==> src/rtl/dpcd_pkg.sv <==
// Shared types for the dual-port collision detector.
// Assumes exactly two ports, indexed by port_e.
package dpcd_pkg;
    localparam int NPORTS = 2;

    typedef enum logic {
        PORT_A = 1'b0,
        PORT_B = 1'b1
    } port_e;

    // Kinds of collision found in one evaluation cycle.
    typedef struct packed {
        logic same;      // both ports at the same edge, A wins the tie
        logic a_then_b;  // A one edge earlier, B loses
        logic b_then_a;  // B one edge earlier, A loses
    } hit_t;
endpackage

==> src/rtl/dpcd_port_pipe.sv <==
// Per-port access register: holds the access sampled at the latest edge
// and the one before it. Assumes an access is valid only with both enables.
module dpcd_port_pipe #(
    parameter int AW = 10
) (
    input  logic          clk,
    input  logic          rst_n,
    input  logic          en0,
    input  logic          en1,
    input  logic          wr,
    input  logic [AW-1:0] addr,
    output logic          cur_vld,
    output logic          cur_wr,
    output logic [AW-1:0] cur_addr,
    output logic          prv_vld,
    output logic          prv_wr,
    output logic [AW-1:0] prv_addr
);
    // Shift the current access into the previous slot and sample the new one.
    always_ff @(posedge clk) begin
        if (!rst_n) begin
            cur_vld  <= 1'b0;
            cur_wr   <= 1'b0;
            cur_addr <= '0;
            prv_vld  <= 1'b0;
            prv_wr   <= 1'b0;
            prv_addr <= '0;
        end else begin
            prv_vld  <= cur_vld;
            prv_wr   <= cur_wr;
            prv_addr <= cur_addr;
            cur_vld  <= en0 & en1;
            cur_wr   <= wr;
            cur_addr <= addr;
        end
    end
endmodule

==> src/rtl/dpcd_match.sv <==
// Compares two registered accesses. A hit needs both valid, equal
// addresses and at least one write. Purely combinational.
module dpcd_match #(
    parameter int AW = 10
) (
    input  logic          x_vld,
    input  logic          x_wr,
    input  logic [AW-1:0] x_addr,
    input  logic          y_vld,
    input  logic          y_wr,
    input  logic [AW-1:0] y_addr,
    output logic          hit
);
    // Qualify an address match by validity and write presence.
    always_comb begin
        hit = x_vld && y_vld && (x_addr == y_addr) && (x_wr || y_wr);
    end
endmodule

==> src/rtl/dpcd_capture.sv <==
// Busy address register with readback re-arm. After a readback, captures
// are held off for HOLD evaluations. Assumes the readback strobe is
// already synchronous to clk.
module dpcd_capture #(
    parameter int AW   = 10,
    parameter int HOLD = 2
) (
    input  logic          clk,
    input  logic          rst_n,
    input  logic          hit,
    input  logic [AW-1:0] hit_addr,
    input  logic          rdbk,
    output logic [AW-1:0] cap_addr,
    output logic          cap_vld
);
    localparam int HW = $clog2(HOLD + 1);
    localparam logic [HW-1:0] HOLD_LD = HW'(HOLD);

    logic [HW-1:0] hold_q;
    logic          take;

    // A capture is allowed when empty, armed and a hit is present.
    always_comb begin
        take = hit && !cap_vld && (hold_q == '0) && !rdbk;
    end

    // Hold-off counter: reload on readback, otherwise count down to zero.
    always_ff @(posedge clk) begin
        if (!rst_n)            hold_q <= '0;
        else if (rdbk)         hold_q <= HOLD_LD;
        else if (hold_q != '0) hold_q <= hold_q - 1'b1;
    end

    // Capture register: clear on readback, load on the first armed hit.
    always_ff @(posedge clk) begin
        if (!rst_n) begin
            cap_vld  <= 1'b0;
            cap_addr <= '0;
        end else if (rdbk) begin
            cap_vld  <= 1'b0;
        end else if (take) begin
            cap_vld  <= 1'b1;
            cap_addr <= hit_addr;
        end
    end
endmodule

==> src/rtl/dp_collide_det.sv <==
// Top of the dual-port collision detector. Registers each port's access,
// finds same-edge and back-to-back collisions with a write, drives the
// loser's active-low busy flag one cycle later and captures the first
// collision address. Assumes both ports share clk.
module dp_collide_det
    import dpcd_pkg::*;
#(
    parameter int AW   = 10,
    parameter int HOLD = 2
) (
    input  logic          clk,
    input  logic          rst_n,
    input  logic          a_en0,
    input  logic          a_en1,
    input  logic          a_wr,
    input  logic [AW-1:0] a_addr,
    input  logic          a_rdbk,
    input  logic          b_en0,
    input  logic          b_en1,
    input  logic          b_wr,
    input  logic [AW-1:0] b_addr,
    input  logic          b_rdbk,
    output logic          a_busy_n,
    output logic          b_busy_n,
    output logic [AW-1:0] cap_addr,
    output logic          cap_vld
);
    logic          p_en0  [NPORTS];
    logic          p_en1  [NPORTS];
    logic          p_wr   [NPORTS];
    logic [AW-1:0] p_addr [NPORTS];
    logic          c_vld  [NPORTS];
    logic          c_wr   [NPORTS];
    logic [AW-1:0] c_addr [NPORTS];
    logic          r_vld  [NPORTS];
    logic          r_wr   [NPORTS];
    logic [AW-1:0] r_addr [NPORTS];

    hit_t          hits;
    logic          any_hit;
    logic [AW-1:0] hit_addr;

    // Gather the two port inputs into indexed arrays.
    always_comb begin
        p_en0[PORT_A]  = a_en0;  p_en0[PORT_B]  = b_en0;
        p_en1[PORT_A]  = a_en1;  p_en1[PORT_B]  = b_en1;
        p_wr[PORT_A]   = a_wr;   p_wr[PORT_B]   = b_wr;
        p_addr[PORT_A] = a_addr; p_addr[PORT_B] = b_addr;
    end

    for (genvar p = 0; p < NPORTS; p++) begin : g_port
        dpcd_port_pipe #(.AW(AW)) i_pipe (
            .clk      (clk),
            .rst_n    (rst_n),
            .en0      (p_en0[p]),
            .en1      (p_en1[p]),
            .wr       (p_wr[p]),
            .addr     (p_addr[p]),
            .cur_vld  (c_vld[p]),
            .cur_wr   (c_wr[p]),
            .cur_addr (c_addr[p]),
            .prv_vld  (r_vld[p]),
            .prv_wr   (r_wr[p]),
            .prv_addr (r_addr[p])
        );
    end

    dpcd_match #(.AW(AW)) i_same (
        .x_vld (c_vld[PORT_A]), .x_wr (c_wr[PORT_A]), .x_addr (c_addr[PORT_A]),
        .y_vld (c_vld[PORT_B]), .y_wr (c_wr[PORT_B]), .y_addr (c_addr[PORT_B]),
        .hit   (hits.same)
    );

    dpcd_match #(.AW(AW)) i_a_then_b (
        .x_vld (r_vld[PORT_A]), .x_wr (r_wr[PORT_A]), .x_addr (r_addr[PORT_A]),
        .y_vld (c_vld[PORT_B]), .y_wr (c_wr[PORT_B]), .y_addr (c_addr[PORT_B]),
        .hit   (hits.a_then_b)
    );

    dpcd_match #(.AW(AW)) i_b_then_a (
        .x_vld (r_vld[PORT_B]), .x_wr (r_wr[PORT_B]), .x_addr (r_addr[PORT_B]),
        .y_vld (c_vld[PORT_A]), .y_wr (c_wr[PORT_A]), .y_addr (c_addr[PORT_A]),
        .hit   (hits.b_then_a)
    );

    // Pick the colliding address: the loser's current address.
    always_comb begin
        any_hit  = hits.same | hits.a_then_b | hits.b_then_a;
        hit_addr = (hits.same | hits.a_then_b) ? c_addr[PORT_B] : c_addr[PORT_A];
    end

    // Register the active-low busy flags for the losing port.
    always_ff @(posedge clk) begin
        if (!rst_n) begin
            a_busy_n <= 1'b1;
            b_busy_n <= 1'b1;
        end else begin
            a_busy_n <= ~hits.b_then_a;
            b_busy_n <= ~(hits.same | hits.a_then_b);
        end
    end

    dpcd_capture #(.AW(AW), .HOLD(HOLD)) i_cap (
        .clk      (clk),
        .rst_n    (rst_n),
        .hit      (any_hit),
        .hit_addr (hit_addr),
        .rdbk     (a_rdbk | b_rdbk),
        .cap_addr (cap_addr),
        .cap_vld  (cap_vld)
    );
endmodule

==> config.mk <==
export PLATFORM = sky130hd
export DESIGN_NAME = dp_collide_det
export DESIGN_NICKNAME = d
export VERILOG_FILES = /design/src/rtl/dpcd_pkg.sv /design/src/rtl/dpcd_port_pipe.sv /design/src/rtl/dpcd_match.sv /design/src/rtl/dpcd_capture.sv /design/src/rtl/dp_collide_det.sv
export SDC_FILE = /design/constraint.sdc
export NUM_CORES = 1
export LEC_CHECK = 0
export BUFFER_PORTS_ARGS = -buffer_cell sky130_fd_sc_hd__clkbuf_2
export CORE_MARGIN = 3
export CORE_UTILIZATION = 58
export DETAILED_ROUTE_END_ITERATION = 8
export PLACE_DENSITY_LB_ADDON = 0.08
export SYNTH_ARGS = -nofsm -noshare
export SYNTH_HDL_FRONTEND = slang
export SYNTH_SLANG_ARGS = --single-unit
==> constraint.sdc <==
create_clock -name clk -period 3.8 [get_ports clk]
set_clock_uncertainty 0.2 [all_clocks]
set_input_delay 0.76 -clock clk [delete_from_list [all_inputs] [get_ports clk]]
set_output_delay 0.76 -clock clk [all_outputs]
set_load 0.02 [all_outputs]
Yosys cells after proc, flatten, opt, wreduce, memory -nomap -nowiden
Cells that the tools add are included.
{ "word_totals": {"out_inout_bits": 13, "regBits": 63, "input_bits": 30} }
{ "classes": {"eq_ne": 3, "reduce_logical": 22, "n_addsub": 1, "n_mux": 3, "n_bitwise": 9} }
{ "op_table": {"columns": ["operator", "n"], "rows": [
  ["$eq 10x10->1", 3],
  ["$logic_and 1x1->1", 12],
  ["$mux 10", 1],
  ["$mux 2", 2],
  ["$not 1->1", 4],
  ["$reduce_bool 2->1", 2],
  ["$logic_or 1x1->1", 3],
  ["$or 1x1->1", 3],
  ["$and 1x1->1", 2],
  ["$logic_not 1->1", 2],
  ["$logic_not 2->1", 1],
  ["$reduce_and 2->1", 1],
  ["$reduce_or 2->1", 1],
  ["$sub 2x1->2 const B", 1]
]} }

Longest topological paths before layout
{ "depth": {"word_depth": 9, "ltp_mapped": 7} }

By module
Synthesis repeated with hierarchy kept, for this count alone.
{ "hier_totals": {"cells_unflattened": 216, "area_unflattened_um2": 2423.6} }
{ "modules_own_cells": {"columns": ["module", "cells_per_inst", "seq_area_each_um2", "area_each_um2", "n_inst"], "rows": [
  ["dpcd_port_pipe", 50, 480.5, 675.6, 2],
  ["dpcd_capture", 54, 260.2, 514.2, 1],
  ["dpcd_match", 15, 0.0, 123.9, 3],
  ["dp_collide_det", 17, 40.0, 186.4, 1]
]} }

Least setup slack after synthesis
No wires, ideal clock.
{ "synth_path": {"path_type": "input -> register", "start": "input b_rdbk", "end": "register i_cap.cap_addr[0]", "n_path_buf": 2, "path_slack_ns": 1.722, "arrival_ns": 1.804, "path_stages": 6, "path_cell_list": "nor2_1 and2_1 clkbuf_1 clkbuf_1 nand3b_1 a31oi_1"} }
{ "synth_via": {"elab_chain_len": 4, "word_cells_on_any_way": 5, "classes_between": "bitwise (2); reduce/logical (3)"} }
{ "synth_rtl": {"columns": ["element", "line", "rtl"], "rows": [
  ["start: declaration", "dp_collide_det.sv:22", "input logic b_rdbk,"],
  ["$or 1x1->1 (*)", "dp_collide_det.sv:108", ".rdbk (a_rdbk | b_rdbk),"],
  ["$logic_not 1->1", "dpcd_capture.sv:24", "take = hit && !cap_vld && (hold_q == '0) && !rdbk;"],
  ["$logic_and 1x1->1", "dpcd_capture.sv:24", null],
  ["$reduce_and 2->1 (no source line) (*)", null, null],
  ["end signal: assignment", "dpcd_capture.sv:43", "cap_addr <= hit_addr;"],
  ["end: declaration", "dpcd_capture.sv:13", "output logic [AW-1:0] cap_addr,"]
]} }
Mark *: on every way between the ends. The rest lies on a longest branch, timed or not.
A chain may end at the register's enable or synchronous reset.

Final worst setup path
{ "layout_path": {"start": "register g_port[1].i_pipe.cur_addr[3]", "end": "register i_cap.cap_addr[4]"} }
{ "layout_via": {"elab_chain_len": 9, "word_cells_on_any_way": 13, "classes_between": "eq/ne (2); mux (1); bitwise (2); reduce/logical (8)"} }
{ "layout_rtl": {"columns": ["element", "line", "rtl"], "rows": [
  ["start: declaration", "dpcd_port_pipe.sv:14", "output logic [AW-1:0] cur_addr,"],
  ["start signal: assignment", "dpcd_port_pipe.sv:34", "cur_addr <= addr;"],
  ["$eq 10x10->1", "dpcd_match.sv:16", "hit = x_vld && y_vld && (x_addr == y_addr) && (x_wr || y_wr);"],
  ["$logic_and 1x1->1 (2 in series)", "dpcd_match.sv:16", null],
  ["$or 1x1->1 (*)", "dp_collide_det.sv:88, dp_collide_det.sv:89", null],
  ["$or 1x1->1", "dp_collide_det.sv:88", "any_hit = hits.same | hits.a_then_b | hits.b_then_a;"],
  ["$logic_and 1x1->1 (3 in series)", "dpcd_capture.sv:24", null],
  ["$reduce_and 2->1 (no source line)", null, null]
]} }
Marks and branches as above.

==> impl_metrics.csv <==
group,metric,value,unit
clock_tree,numCtsBuffers,9,
grt,gr-total-overflow,0,
floorplan,die_w,70.2,um
sta,worst_slew_margin_rel,0.268,
routing,ant_nets,0,
routing,vias,1694,
synth,ys_ff_latch,63,
floorplan,coreArea,3830,um^2
sta,fin_tns_setup,0,ns
job,maxCapViolations,0,
sta,fmax,440,MHz
power,leakage,1.24,nW
power,sw_frac_of_total,0.220,
critical_path,crit_required,3.86,ns
critical_path,startpoint_type,"flop",
power,p_seq_frac,0.507,
power,ir_worst_vdd,0.000287,V
grt,grt_pass1_wl,7210,um
power,power_density,498,nW/um^2
finish,nFillCells,285,
placement,io_buffers,42,
clock_tree,ctsLongestPathBuffers,2,
sta,worst_pin_slew,1.10,ns
power,pwr-share-clk,0.438,
floorplan,die-area,4930,um^2
status,outcome,"finished clean",
synth,ys_warn_count,0,
finish,area_growth,17.6,%
critical_path,cpPeakStageDelay,0.79,ns
clock_tree,cts.repair.resized,0,
synth,synth_fp_nets,264,
critical_path,reg2reg_slack,1.53,ns
sta,period_needed,2.27,ns
critical_path,path_cells,"xor2_1, or4_4, nor3_2, a21oi_2, a22oi_1, a31oi_1",
grt,grt_pass1_vias,1544,
sta,setup_viol_count_final,0,
placement,dp_hpwl,2940,um
routing,first_pass_iters,4,
floorplan,start_util,0.625,
grt,antenna_found_initial,0,
clock_tree,path_clk_slew,0.07,ns
grt,grt_max_degree,53,
hold_path,hp-class,"flop to flop",
critical_path,crit_path_max_fanout,32,
critical_path,crit_slowest_cell,"a21oi_2",
sta,rsz0062_at_grt,"no",
finish,drive_gt1_frac,0.219,
grt,gr-usage-all-layers,0.186,
floorplan,io_pins,43,
clock_tree,cts_hold_buf,0,
placement,place.gp.congestion,0.748,
finish,diodes,0,
routing,first_iter_violations,159,
routing,drc,0,
floorplan,rows,22,
synth,netlist_instances,234,
placement,post-place-ws,1.46,ns
clock_tree,clock_latency,0.33,ns
clock_tree,cts_tree,"built",
routing,via_per_inst,5.20,
floorplan,fp.dieH,70.2,um
clock_tree,cts_max_level,3,
sta,final_max_slew_viol_count,0,
synth,syn_avg_cell_area,10.2,um^2
power,intPower,1.09,mW
clock_tree,post-cts-setup-buffers,0,
finish,fin_nets,303,
sta,hold_viol_final,0,
power,power_frac_comb,0.055,
critical_path,crit_type,"flop to flop",
critical_path,worstPathArrival,2.33,ns
synth,ys_types,26,
routing,routedWlPerCell,13.1,um
routing,routed_wl,4290,um
synth,synth_area,2390,um^2
sta,setup_ws,1.53,ns
sta,min_period_over_period,0.598,
power,power_switching,0.307,mW
critical_path,worst_setup_path_end_kind,"flop",
clock_tree,clkSinkCount,63,
synth,ys_seq_area_frac,0.528,
clock_tree,clockRootBuffer,"clkbuf_8",
==> per-stage QoR <==
stage | hold WS, ns | utilization | power, mW | instances | area [um^2]
final | 0.242 | 0.734 | 1.40 | 326 | 2810
after global routing | 0.274 | 0.734 | 1.45 | 326 | 2810
after CTS | 0.246 | 0.734 | 1.41 | 326 | 2810
after detailed placement | 0.237 | 0.679 | 0.803 | 310 | 2600
after global placement | 0.234 | 0.679 | 0.800 | 310 | 2600
after floorplan | 0.219 | - | 0.773 | 234 | 2390
==> path summary, 6_finish.rpt <==
path / start / end / depth (start not counted)
worst max-delay path: g_port[1].i_pipe.cur_addr[3] / i_cap.cap_addr[4] / 6
worst min-delay path: i_cap.hold_q[0] / i_cap.hold_q[0] / 1
worst max register to register: g_port[1].i_pipe.cur_addr[3] / i_cap.cap_addr[4] / 6
worst min register to register: i_cap.hold_q[0] / i_cap.hold_q[0] / 1
==> cell usage after synthesis, drive strengths merged <==
library cell | number | share of area
a21oi | 3 | 0.0079
a22oi | 10 | 0.031
a31oi | 10 | 0.026
and2 | 47 | 0.12
and3 | 13 | 0.034
buf | 2 | 0.0068
clkbuf | 12 | 0.019
dfxtp | 63 | 0.53
inv | 1 | 0.0016
nand2 | 4 | 0.0063
nand2b | 1 | 0.0026
nand3 | 12 | 0.025
nand3b | 10 | 0.031
nand4 | 2 | 0.0052
nor2 | 1 | 0.0016
nor3 | 3 | 0.0084
nor3b | 1 | 0.0031
nor4 | 4 | 0.010
o211ai | 3 | 0.0094
o21ba | 1 | 0.0042
or4 | 1 | 0.0047
xnor2 | 11 | 0.040
xor2 | 19 | 0.070
==> power by group through the flow <==
stage	registers, mW	logic (mW)	clock network (mW)
after floorplan	0.720	0.0528	0
after global placement	0.725	0.0758	0
after detailed placement	0.725	0.0778	0
after CTS	0.710	0.0781	0.620
after global routing	0.713	0.0888	0.648
final	0.710	0.0771	0.613
==> cell type report <==
cell class              count  area (um^2)  share of cell area
repair buffers             42          210              0.0748
inverters                   1         3.75             0.00134
flip-flops and latches     63         1260               0.449
clock inverters             7         87.6              0.0312
clock buffers               9          124              0.0441
multi-input cells         156         1060               0.378
well taps                  48         60.1              0.0214
==> cells by family (layout without fill, tap and decap cells) <==
logic type	count (synthesis)	in the layout	synth area share
XOR/XNOR	30	30	0.110
flip-flops	63	63	0.528
AND/OR/NAND/NOR	99	99	0.256
AO/OA/AOI/OAI	27	27	0.0791
buffers and inverters	15	59	0.0272
==> routing by layer <==
metal / vias up / GRT usage / wire length (um)
met5: - / 0 / 0
met4: 0 / 0.0766 / 67
met3: 10 / 0.0518 / 273
met2: 52 / 0.281 / 1860
met1: 754 / 0.250 / 2080
li1: 878 / - / -
==> flip-flops by register name, summed over array words and instances, names as in the netlist <==
name	flops
g_port.i_pipe.prv_wr	2
g_port.i_pipe.cur_addr	20
g_port.i_pipe.cur_vld	2
g_port.i_pipe.cur_wr	2
g_port.i_pipe.prv_vld	2
i_cap.hold_q	2
i_cap.cap_addr	10
a_busy_n	1
g_port.i_pipe.prv_addr	20
i_cap.cap_vld	1
b_busy_n	1
==> worst max-delay path: cells and delay by family (launching register included) <==
| family | cells | cell delay (ns) |
|---|---|---|
| AOI/OAI and AO/OA | 3 | 1.20 |
| xor gates and xnor gates | 1 | 0.17 |
| DFF | 1 | 0.44 |
| and+or+nand+nor | 2 | 0.18 |
==> cell usage in the layout (no fill, tap or decap) <==
master      synthesis  final
dfxtp_1            63     63
clkinv_2            0      4
xnor2_1            11     11
clkbuf_2            0     42
nor3b_1             1      1
inv_1               1      1
bufinv_16           0      2
and3_1             13     13
a21oi_2             1      1
or4_4               1      1
nor2_1              1      1
nand2b_1            1      1
nor3_1              2      2
nor4_1              4      4
and2_1             47     47
o211ai_1            3      3
a22oi_1            10     10
nand4_1             2      2
a31oi_1            10     10
clkinvlp_4          0      1
xor2_1             19     19
nor3_2              1      1
nand2_1             4      4
nand3_1            12     12
nand3b_1           10     10
o21ba_1             1      1
a21oi_1             2      2
clkbuf_8            0      9
Note: power is estimated with default switching activity, not from simulation.
